### config.mk
export PLATFORM = sky130hd
export DESIGN_NAME = ecc11_codec
export DESIGN_NICKNAME = d
export VERILOG_FILES = /design/src/rtl/ecc11_pkg.sv /design/src/rtl/ecc11_encoder.sv /design/src/rtl/ecc11_syndrome.sv /design/src/rtl/ecc11_locator.sv /design/src/rtl/ecc11_codec.sv
export SDC_FILE = /design/constraint.sdc
export NUM_CORES = 1
export LEC_CHECK = 0
export ABC_AREA = 1
export BUFFER_PORTS_ARGS = -buffer_cell sky130_fd_sc_hd__buf_2
export CORE_UTILIZATION = 55
export CTS_BUF_LIST = sky130_fd_sc_hd__clkbuf_8
export CTS_CLUSTER_DIAMETER = 100
export DETAILED_ROUTE_END_ITERATION = 6
export PLACE_DENSITY = 0.91
export SETUP_SLACK_MARGIN = 0.15
export SKIP_LAST_GASP = 1
export SYNTH_ARGS = -nofsm -noshare
export SYNTH_HDL_FRONTEND = slang
export SYNTH_HIERARCHICAL = 1
export SYNTH_SLANG_ARGS = --single-unit
### constraint.sdc
create_clock -name clk -period 0.9 [get_ports clk]
set_clock_uncertainty 0.15 [all_clocks]
set_input_delay 0.27 -clock clk [delete_from_list [all_inputs] [get_ports clk]]
set_output_delay 0.27 -clock clk [all_outputs]
set_load 0.1 [all_outputs]
### src/rtl/ecc11_pkg.sv
package ecc11_pkg;

    localparam int DATA_W = 7;
    localparam int CHK_W  = 4;
    localparam int PKT_W  = DATA_W + CHK_W;

    typedef logic [DATA_W-1:0] data_t;
    typedef logic [CHK_W-1:0]  chk_t;
    typedef logic [PKT_W-1:0]  pkt_t;

    // Registered view of every block output.
    typedef struct packed {
        pkt_t  enc_pkt;
        data_t dec_data;
        logic  fixed;
        logic  bad;
    } out_t;

    // Data bits covered by check k (k = 3 is W, down to k = 0 is Z).
    // Data bit 6 is A, bit 0 is G.
    function automatic data_t cover_mask(input int k);
        case (k)
            3:       return 7'b1111100; // W: A B C D E
            2:       return 7'b1100010; // X: A B F
            1:       return 7'b1111001; // Y: A B C D G
            default: return 7'b1010111; // Z: A C E F G
        endcase
    endfunction

    function automatic chk_t calc_checks(input data_t d);
        chk_t c;
        for (int k = 0; k < CHK_W; k++) begin
            c[k] = ^(d & cover_mask(k));
        end
        return c;
    endfunction

    // Syndrome pattern produced when packet bit pos is flipped.
    function automatic chk_t column(input int pos);
        chk_t c;
        c = '0;
        if (pos >= CHK_W) begin
            for (int k = 0; k < CHK_W; k++) begin
                c[k] = cover_mask(k)[pos-CHK_W];
            end
        end else begin
            c[pos] = 1'b1;
        end
        return c;
    endfunction

endpackage

### src/rtl/ecc11_encoder.sv
module ecc11_encoder
    import ecc11_pkg::*;
(
    input  data_t data_i,
    output pkt_t  pkt_o
);
    chk_t checks;

    always_comb begin
        checks = calc_checks(data_i);
        pkt_o  = {data_i, checks};
    end
endmodule

### src/rtl/ecc11_syndrome.sv
module ecc11_syndrome
    import ecc11_pkg::*;
(
    input  pkt_t pkt_i,
    output chk_t syn_o
);
    data_t rx_data;
    chk_t  rx_chk;

    always_comb begin
        rx_data = pkt_i[PKT_W-1:CHK_W];
        rx_chk  = pkt_i[CHK_W-1:0];
        syn_o   = calc_checks(rx_data) ^ rx_chk;
    end
endmodule

### src/rtl/ecc11_locator.sv
module ecc11_locator
    import ecc11_pkg::*;
(
    input  chk_t syn_i,
    output pkt_t flip_o,
    output logic fixed_o,
    output logic bad_o
);
    // One comparator per packet position against its constant column.
    for (genvar pos = 0; pos < PKT_W; pos++) begin : g_col
        localparam chk_t COL = column(pos);
        assign flip_o[pos] = (syn_i == COL);
    end

    always_comb begin
        fixed_o = |flip_o;
        bad_o   = (syn_i != '0) && !fixed_o;
    end
endmodule

### src/rtl/ecc11_codec.sv
module ecc11_codec
    import ecc11_pkg::*;
#(
    parameter bit REGISTER_OUTPUTS = 1'b1
) (
    input  logic              clk,
    input  logic              rst_n,
    input  logic [DATA_W-1:0] enc_data_i,
    output logic [PKT_W-1:0]  enc_pkt_o,
    input  logic [PKT_W-1:0]  dec_pkt_i,
    output logic [DATA_W-1:0] dec_data_o,
    output logic              dec_fixed_o,
    output logic              dec_bad_o
);
    pkt_t enc_pkt;
    chk_t syn;
    pkt_t flip;
    logic fixed;
    logic bad;
    pkt_t repaired;
    out_t out_d;
    out_t out_view;

    ecc11_encoder u_enc (
        .data_i (enc_data_i),
        .pkt_o  (enc_pkt)
    );

    ecc11_syndrome u_syn (
        .pkt_i (dec_pkt_i),
        .syn_o (syn)
    );

    ecc11_locator u_loc (
        .syn_i   (syn),
        .flip_o  (flip),
        .fixed_o (fixed),
        .bad_o   (bad)
    );

    always_comb begin
        repaired       = dec_pkt_i ^ flip;
        out_d          = '0;
        out_d.enc_pkt  = enc_pkt;
        out_d.dec_data = repaired[PKT_W-1:CHK_W];
        out_d.fixed    = fixed;
        out_d.bad      = bad;
    end

    if (REGISTER_OUTPUTS) begin : g_reg
        out_t out_q;
        always_ff @(posedge clk or negedge rst_n) begin
            if (!rst_n) out_q <= '0;
            else        out_q <= out_d;
        end
        assign out_view = out_q;
    end else begin : g_comb
        assign out_view = rst_n ? out_d : '0;
    end

    assign enc_pkt_o   = out_view.enc_pkt;
    assign dec_data_o  = out_view.dec_data;
    assign dec_fixed_o = out_view.fixed;
    assign dec_bad_o   = out_view.bad;
endmodule

==> flow_metrics.env, run 1 <==
export IMPL_status="stopped before the end"
export IMPL_haltStage="detailed placement"
export IMPL_error="Error: detail_place.tcl, 38 bad optional access"
export IMPL_die_width_um=49.6
export IMPL_syn_area_sq_um=1240
export IMPL_initial_core_util_pct=61.0
export IMPL_synth_area_per_cell_sq_um=6.80
export IMPL_rows=16
export IMPL_die_height_um=49.6
export IMPL_portBuffers=39
export IMPL_synth_net_count=203
export IMPL_io_pins=40
export IMPL_ys_warn_count=6
export IMPL_gp_congestion=0.815
export IMPL_postSynthCellCount=183
==> stage by stage <==
step           TNS, ps  hold WS, ps  area (sq um)
3_3_place_gp    -10010         57.4          2040
2_1_floorplan    -5350         -176          1470
==> inputs of run 2 (changes only) <==
--- a/config.mk
+++ b/config.mk
@@ -7,12 +7,10 @@
 export LEC_CHECK = 0
 export ABC_AREA = 1
 export BUFFER_PORTS_ARGS = -buffer_cell sky130_fd_sc_hd__buf_2
-export CORE_UTILIZATION = 55
-export CTS_BUF_LIST = sky130_fd_sc_hd__clkbuf_8
-export CTS_CLUSTER_DIAMETER = 100
+export CORE_AREA = 2 2 63 65
 export DETAILED_ROUTE_END_ITERATION = 6
-export PLACE_DENSITY = 0.91
-export SETUP_SLACK_MARGIN = 0.15
+export DIE_AREA = 0 0 65 67
+export PLACE_DENSITY_LB_ADDON = 0.15
 export SKIP_LAST_GASP = 1
 export SYNTH_ARGS = -nofsm -noshare
 export SYNTH_HDL_FRONTEND = slang
==> flow_metrics.env, run 2 <==
export IMPL_cellPowerDensity_nw_per_um2=1560
export IMPL_fmax_ghz=0.750
export IMPL_overflow=0
export IMPL_crit_path_max_fanout=1
export IMPL_slew_headroom_pct=87.1
export IMPL_grtUsageTotal_pct=14.8
export IMPL_synth_area_per_cell_sq_um=6.80
export IMPL_fin_tns_setup_ps=-11720
export IMPL_cp_arrival_ps=910
export IMPL_largest_reg_flops=11
export IMPL_gp_congestion=0.743
export IMPL_period_minus_slack_ps=1330
export IMPL_cts_tree="built"
export IMPL_grt_max_degree=21
export IMPL_initial_core_util_pct=34.5
export IMPL_cts_root_buf="clkbuf_8"
export IMPL_setup_ws_ps=-434
export IMPL_critPathKind="register to output port"
export IMPL_clk_pin_slew_ps=70
export IMPL_crit_required_ps=480
export IMPL_critical_path_slowest_cell="dfrtp_4"
export IMPL_core_area_sq_um=3610
export IMPL_placed_area_sq_um=2020
export IMPL_grt_pass1_wl_um=4910
export IMPL_power_leakage_nw=1.16
export IMPL_violations="negative hold slack, negative setup slack"
export IMPL_path_delay_family="flip-flops"
export IMPL_first_pass_iters=4
export IMPL_post_route_period_util_pct=148
export IMPL_antenna_left=0
export IMPL_synth_net_count=203
export IMPL_hold_violations=1
export IMPL_intPower_mw=2.13
export IMPL_postSynthCellCount=183
export IMPL_final_cell_mix="nand2_1, buf_12, nand2_2"
export IMPL_htree_levels=1
export IMPL_power_frac_comb_pct=55.2
export IMPL_status="finished, violations left"
export IMPL_startpoint_type="register"
export IMPL_multiInputGateArea_sq_um=860
export IMPL_wl_per_cell_um=10.6
export IMPL_final_area_sq_um=2430
export IMPL_first_iter_violations=15
export IMPL_die_width_um=65
export IMPL_wl_met1_um=1120
export IMPL_syn_area_sq_um=1240
export IMPL_ctsHoldBuffers=1
export IMPL_clockPowerShare_pct=14.8
export IMPL_wl_met3_um=115
export IMPL_finalPower_mw=3.78
export IMPL_antenna_found_initial=0
export IMPL_path_cells="buf_12"
export IMPL_clockBufferDepth=2
export IMPL_worst_pin_slew_ps=193
export IMPL_drive_gt1_share_pct=61.4
export IMPL_max_stage_delay_ps=490
export IMPL_wl_met2_um=1730
export IMPL_rows=22
export IMPL_die_area_sq_um=4360
export IMPL_nets=258
export IMPL_syn_to_final_growth_pct=95.2
export IMPL_finalSetupViolations=29
export IMPL_p_switching_mw=1.65
export IMPL_cts_sinks=20
export IMPL_insertedDiodeCount=0
export IMPL_rsz0062_at_grt="yes"
export IMPL_place_inst=276
export IMPL_numCtsBuffers=3
export IMPL_min_path_type="input pin to register"
export IMPL_route_detailed_drc=0
export IMPL_drv_slew=0
export IMPL_seqPwrFrac_pct=30.0
export IMPL_portBuffers=39
export IMPL_die_height_um=67
export IMPL_fin_cells=284
export IMPL_swShare_pct=43.6
export IMPL_routed_wl_um=3020
export IMPL_final_common_cell="nand2_1"
export IMPL_irDropWorstVdd_mv=0.585
export IMPL_io_pins=40
export IMPL_seq_area_sq_um=576
export IMPL_vias=1259
export IMPL_critPathBufInv=1
export IMPL_ys_warn_count=6
export IMPL_hpwl_um=2230
export IMPL_hold_ws_ps=-0.972
export IMPL_grt_pass1_vias=1136
export IMPL_routed_top_layer="met4"
export IMPL_fillCellCount=278
export IMPL_cap_violations=0
export IMPL_via_per_inst=4.43
export IMPL_end_kind="output port"
-- run 2: area by class of cell --
type | instances | area share (%)
Clock buffer | 3 | 1.70
Tap cell | 48 | 2.47
Multi-Input combinational cell | 124 | 35.4
Timing Repair Buffer | 57 | 30.0
Sequential cell | 20 | 23.7
Inverter | 32 | 6.75
-- run 2: power by group through the flow --
stage	Clock, mW	Sequential [mW]	Combinational, mW
floorplan	0	1.81	0.413
global placement	0	1.15	1.73
detailed placement	0	1.16	1.75
CTS	0.583	1.14	1.98
global route	0.627	1.14	2.19
finish	0.560	1.13	2.09
-- run 2: stage by stage --
step	setup slack, ps	util (%)
after global placement	-781	55.9
after detailed placement	-808	55.9
final	-434	67.4
after floorplan	-389	-
after global routing	-487	67.4
after CTS	-443	64.4
-- run 2: layer usage --
layer | global-route usage, % | up-vias
li1 | - | 647
met1 | 15.9 | 574
met2 | 29.0 | 32
met3 | 1.01 | 6
met4 | 7.18 | 0
met5 | 0 | -
-- run 2: worst paths after layout --
path	slack, ps	from	to	cells past startpoint
max	-430	dec_bad_o	dec_bad_o	1
max in group asynchronous	120	rst_n	dec_data_o[1]	3
min in group asynchronous	340	rst_n	enc_pkt_o[1]	3
min	-1	enc_data_i[4]	enc_pkt_o[8]	1
-- run 2: timing repair --
action,CTS,global route
setup endpoints to repair,29,30
pin swaps,29,24
resized for setup,66,22
hold endpoints to repair,21,1
setup buffers,3,1
No activity file was read; power rests on OpenSTA's default activity.
==> inputs of run 3 (changes only) <==
--- a/config.mk
+++ b/config.mk
@@ -11,6 +11,7 @@
 export DETAILED_ROUTE_END_ITERATION = 6
 export DIE_AREA = 0 0 65 67
 export PLACE_DENSITY_LB_ADDON = 0.15
+export SETUP_SLACK_MARGIN = 0.05
 export SKIP_LAST_GASP = 1
 export SYNTH_ARGS = -nofsm -noshare
 export SYNTH_HDL_FRONTEND = slang
==> constraint.sdc (replaced) <==
create_clock -name clk -period 1.2 [get_ports clk]
set_clock_uncertainty 0.15 [all_clocks]
set_input_delay 0.36 -clock clk [delete_from_list [all_inputs] [get_ports clk]]
set_output_delay 0.36 -clock clk [all_outputs]
set_load 0.1 [all_outputs]
==> flow_metrics.env, run 3 (synthesis results as in run 2) <==
export IMPL_startpoint_type="register"
export IMPL_post_place_ws_ps=-579
export IMPL_cts_root_buf="clkbuf_8"
export IMPL_cts_tree="built"
export IMPL_rsz0062_at_grt="yes"
export IMPL_max_stage_delay_ps=480
export IMPL_cp_arrival_ps=910
export IMPL_cellPowerDensity_nw_per_um2=1180
export IMPL_final_cell_mix="nand2_1, buf_12, nand2_2"
export IMPL_crit_end="dec_fixed_o"
export IMPL_nets=252
export IMPL_violations="negative setup slack"
export IMPL_syn_to_final_growth_pct=87.3
export IMPL_clockBufferDepth=2
export IMPL_rows=22
export IMPL_via_per_inst=4.37
export IMPL_overflow=0
export IMPL_gp_congestion=0.756
export IMPL_crit_required_ps=690
export IMPL_insertedDiodeCount=0
export IMPL_critical_path_slowest_cell="dfrtp_4"
export IMPL_antenna_found_initial=0
export IMPL_core_area_sq_um=3610
export IMPL_route_detailed_drc=0
export IMPL_fmax_ghz=0.706
export IMPL_irDropWorstVdd_mv=0.447
export IMPL_die_width_um=65
export IMPL_crit_path_max_fanout=1
export IMPL_wl_per_cell_um=10.2
export IMPL_drv_slew=0
export IMPL_period_minus_slack_ps=1420
export IMPL_hpwl_um=2120
export IMPL_io_pins=40
export IMPL_fin_tns_setup_ps=-5340
export IMPL_die_height_um=67
export IMPL_slew_headroom_pct=82.5
export IMPL_vias=1214
export IMPL_routed_wl_um=2830
export IMPL_post_route_period_util_pct=118
export IMPL_critPathKind="register to output port"
export IMPL_grt_pass1_wl_um=4800
export IMPL_first_pass_iters=4
export IMPL_largest_reg_flops=11
export IMPL_min_path_type="input pin to register"
export IMPL_path_delay_family="flip-flops"
export IMPL_setup_ws_ps=-216
export IMPL_crit_cells=1
export IMPL_die_area_sq_um=4360
export IMPL_seq_area_sq_um=576
export IMPL_cap_violations=0
export IMPL_fillCellCount=289
export IMPL_grt_pass1_vias=1169
export IMPL_path_cells="buf_12"
export IMPL_status="finished, violations left"
export IMPL_grt_max_degree=21
export IMPL_min_path_cells=1
export IMPL_multiInputGateArea_sq_um=831
export IMPL_numCtsBuffers=3
export IMPL_htree_levels=1
export IMPL_initial_core_util_pct=34.5
export IMPL_power_leakage_nw=1.11
export IMPL_critPathBufInv=1
export IMPL_clk_pin_slew_ps=70
export IMPL_cts_sinks=20
export IMPL_finalSetupViolations=29
export IMPL_portBuffers=39
export IMPL_end_kind="output port"
export IMPL_hold_violations=0
export IMPL_worst_pin_slew_ps=263
export IMPL_cp_startpoint="dec_fixed_o"
export IMPL_drive_gt1_share_pct=58.3
export IMPL_grtUsageTotal_pct=14.3
export IMPL_first_iter_violations=11
export IMPL_final_common_cell="nand2_1"
export IMPL_antenna_left=0
==> run 3: repair_timing <==
action	in CTS	in global routing
hold buffers	1	0
setup buffers	2	0
setup endpoints to repair	29	49
gates resized for setup	60	17
pin swaps	27	6
endpoints found under the hold margin	20	0
==> run 3: layout make-up <==
cell class | instances | share of cell area, %
clock buffer | 3 | 1.77
inverter | 32 | 6.60
multi-input combinational | 124 | 35.6
sequential | 20 | 24.7
tap | 48 | 2.58
timing repair buffer | 51 | 28.8
==> run 3: where the power goes <==
group          internal (mW)  switching, mW
registers              0.790         0.0579
clock network          0.223          0.193
logic                  0.547          0.953
==> run 3: worst min path at each step <==
stage | startpoint | endpoint | slack [ps]
2_1_floorplan | rst_n | dec_bad_o | -90
3_3_place_gp | rst_n | enc_pkt_o[2] | 180
3_5_place_dp | rst_n | enc_pkt_o[2] | 180
4_1_cts | enc_data_i[4] | enc_pkt_o[8] | 90
5_1_grt | enc_data_i[4] | enc_pkt_o[8] | 90
6_report | enc_data_i[4] | enc_pkt_o[8] | 90
==> run 3: through the flow <==
step	hold slack, ps	power [mW]	instances	utilization [%]	area (sq um)
floorplan	-85.6	1.67	183	-	1400
global placement	175	2.14	272	54.7	1970
detailed placement	178	2.15	272	54.7	1970
CTS	85.1	2.72	278	62.5	2250
global route	87.6	2.89	278	64.7	2330
finish	94.7	2.76	278	64.7	2330
==> run 3: routing by layer <==
metal	global-route usage, %	routed length, um
met5	0	0
met4	8.24	60
met3	1.18	107
met2	28.1	1650
met1	14.7	1010
==> inputs of run 4 (changes only) <==
==> constraint.sdc (replaced) <==
create_clock -name clk -period 1.2 [get_ports clk]
set_clock_uncertainty 0.15 [all_clocks]
set_input_delay 0.12 -clock clk [delete_from_list [all_inputs] [get_ports clk]]
set_output_delay 0.12 -clock clk [all_outputs]
set_load 0.1 [all_outputs]
==> flow_metrics.env, run 4 (synthesis results as in run 2) <==
export IMPL_cts_root_buf="clkbuf_8"
export IMPL_vias=1280
export IMPL_final_area_sq_um=2410
export IMPL_htree_levels=1
export IMPL_io_pins=40
export IMPL_status="finished, final reports clean"
export IMPL_path_cells="buf_6 > inv_6 > nand2_4 > nand3b_1 > nand2_2 > nand2_2 > nand2_4 > inv_4 > nand2_4 > buf_6 > nor2_4 > nor2_2"
export IMPL_grt_pass1_vias=1176
export IMPL_critical_path_slowest_cell="nand3b_1"
export IMPL_grtUsageTotal_pct=13.6
export IMPL_final_cell_mix="nand2_1, nand2_2, buf_12"
export IMPL_clockBufferDepth=2
export IMPL_overflow=0
export IMPL_crit_path_max_fanout=5
export IMPL_power_leakage_nw=1.18
export IMPL_irDropWorstVdd_mv=0.568
export IMPL_fin_util_pct=66.8
export IMPL_fmax_ghz=0.870
export IMPL_first_iter_violations=45
export IMPL_fillCellCount=294
export IMPL_drv_slew=0
export IMPL_critPathBufInv=4
export IMPL_drive_gt1_share_pct=62.8
export IMPL_min_path_type="input pin to register"
export IMPL_antenna_left=0
export IMPL_cp_arrival_ps=1150
export IMPL_routed_wl_um=3030
export IMPL_post_route_period_util_pct=95.8
export IMPL_core_area_sq_um=3610
export IMPL_cts_tree="built"
export IMPL_cts_sinks=20
export IMPL_die_height_um=67
export IMPL_max_stage_delay_ps=140
export IMPL_first_pass_iters=4
export IMPL_finalSetupViolations=0
export IMPL_gp_congestion=0.770
export IMPL_startpoint_type="input pin"
export IMPL_period_minus_slack_ps=1150
export IMPL_antenna_found_initial=0
export IMPL_hold_violations=0
export IMPL_cpMostUsedCell="nand2_4"
export IMPL_die_area_sq_um=4360
export IMPL_insertedDiodeCount=0
export IMPL_worst_pin_slew_ps=424
export IMPL_initial_core_util_pct=34.5
export IMPL_largest_reg_flops=11
export IMPL_slew_headroom_pct=71.7
export IMPL_cap_violations=0
export IMPL_crit_required_ps=1200
export IMPL_die_width_um=65
export IMPL_route_detailed_drc=0
export IMPL_grt_max_degree=21
export IMPL_grt_pass1_wl_um=4660
export IMPL_rsz0062_at_grt="yes"
export IMPL_path_delay_family="simple AND/OR/NAND/NOR gates"
export IMPL_hpwl_um=2100
export IMPL_final_common_cell="nand2_1"
export IMPL_fin_tns_setup_ps=0
export IMPL_cellPowerDensity_nw_per_um2=1180
export IMPL_critPathKind="input pin to register"
export IMPL_via_per_inst=4.46
export IMPL_syn_to_final_growth_pct=93.5
export IMPL_nets=260
export IMPL_numCtsBuffers=3
export IMPL_rows=22
export IMPL_portBuffers=39
export IMPL_end_kind="register"
export IMPL_placed_area_sq_um=1900
export IMPL_wl_per_cell_um=10.6
export IMPL_clk_pin_slew_ps=70
==> run 4: cell type report <==
| type | instances | area, sq um | share of cell area [%] |
|---|---|---|---|
| multi-input combinational | 124 | 852 | 35.4 |
| timing repair buffer | 59 | 753 | 31.3 |
| sequential | 20 | 526 | 21.8 |
| inverter | 32 | 163 | 6.75 |
| tap | 48 | 60.1 | 2.49 |
| clock buffer | 4 | 55.1 | 2.29 |
==> run 4: worst paths after layout <==
path | startpoint | end | cells after the start
hold / removal | dec_pkt_i[4] | dec_data_o[0] | 4
min in group asynchronous | rst_n | enc_pkt_o[10] | 2
max in group asynchronous | rst_n | dec_data_o[1] | 2
setup / recovery | dec_pkt_i[6] | dec_fixed_o | 12
==> run 4: repair_timing <==
item / in CTS / in global routing
gates resized for setup: 7 / 102
pin swaps: 0 / 34
endpoints found under the setup margin: 6 / 9
hold endpoints to repair: 27 / 0
hold buffers: 8 / 0
buffers inserted: 0 / 1
cloned: 0 / 0
==> run 4: through the flow <==
stage	hold WS, ps	power [mW]	cells	setup slack (ps)
floorplan	-326	1.61	183	51.2
global placement	-62.3	2.10	274	-261
detailed placement	-61.4	2.11	274	-274
CTS	39.4	2.64	286	38.9
global route	44.5	2.98	287	-8.60
finish	34.5	2.85	287	50.9
==> run 4: layer usage <==
metal  share of wire [%]  vias up  track usage, %
met4                 1.5        0            6.65
met2                  58       34            26.7
met1                  37      598            15.0
met3                 3.1        4           0.169
met5                   0        -               0
li1                    -      644               -
==> run 4: tightest hold or removal path, cell delays in order <==
cell and delay [ps]:
buf_12 90, buf_4 100, nand2_1 40, nand2_1 40
==> run 4: power breakdown <==
part / internal, mW / total [mW] / leakage [nW] / switching [mW]
clock network: 0.291 / 0.493 / 0.0288 / 0.202
logic: 0.572 / 1.54 / 0.935 / 0.969
registers: 0.758 / 0.817 / 0.214 / 0.0593
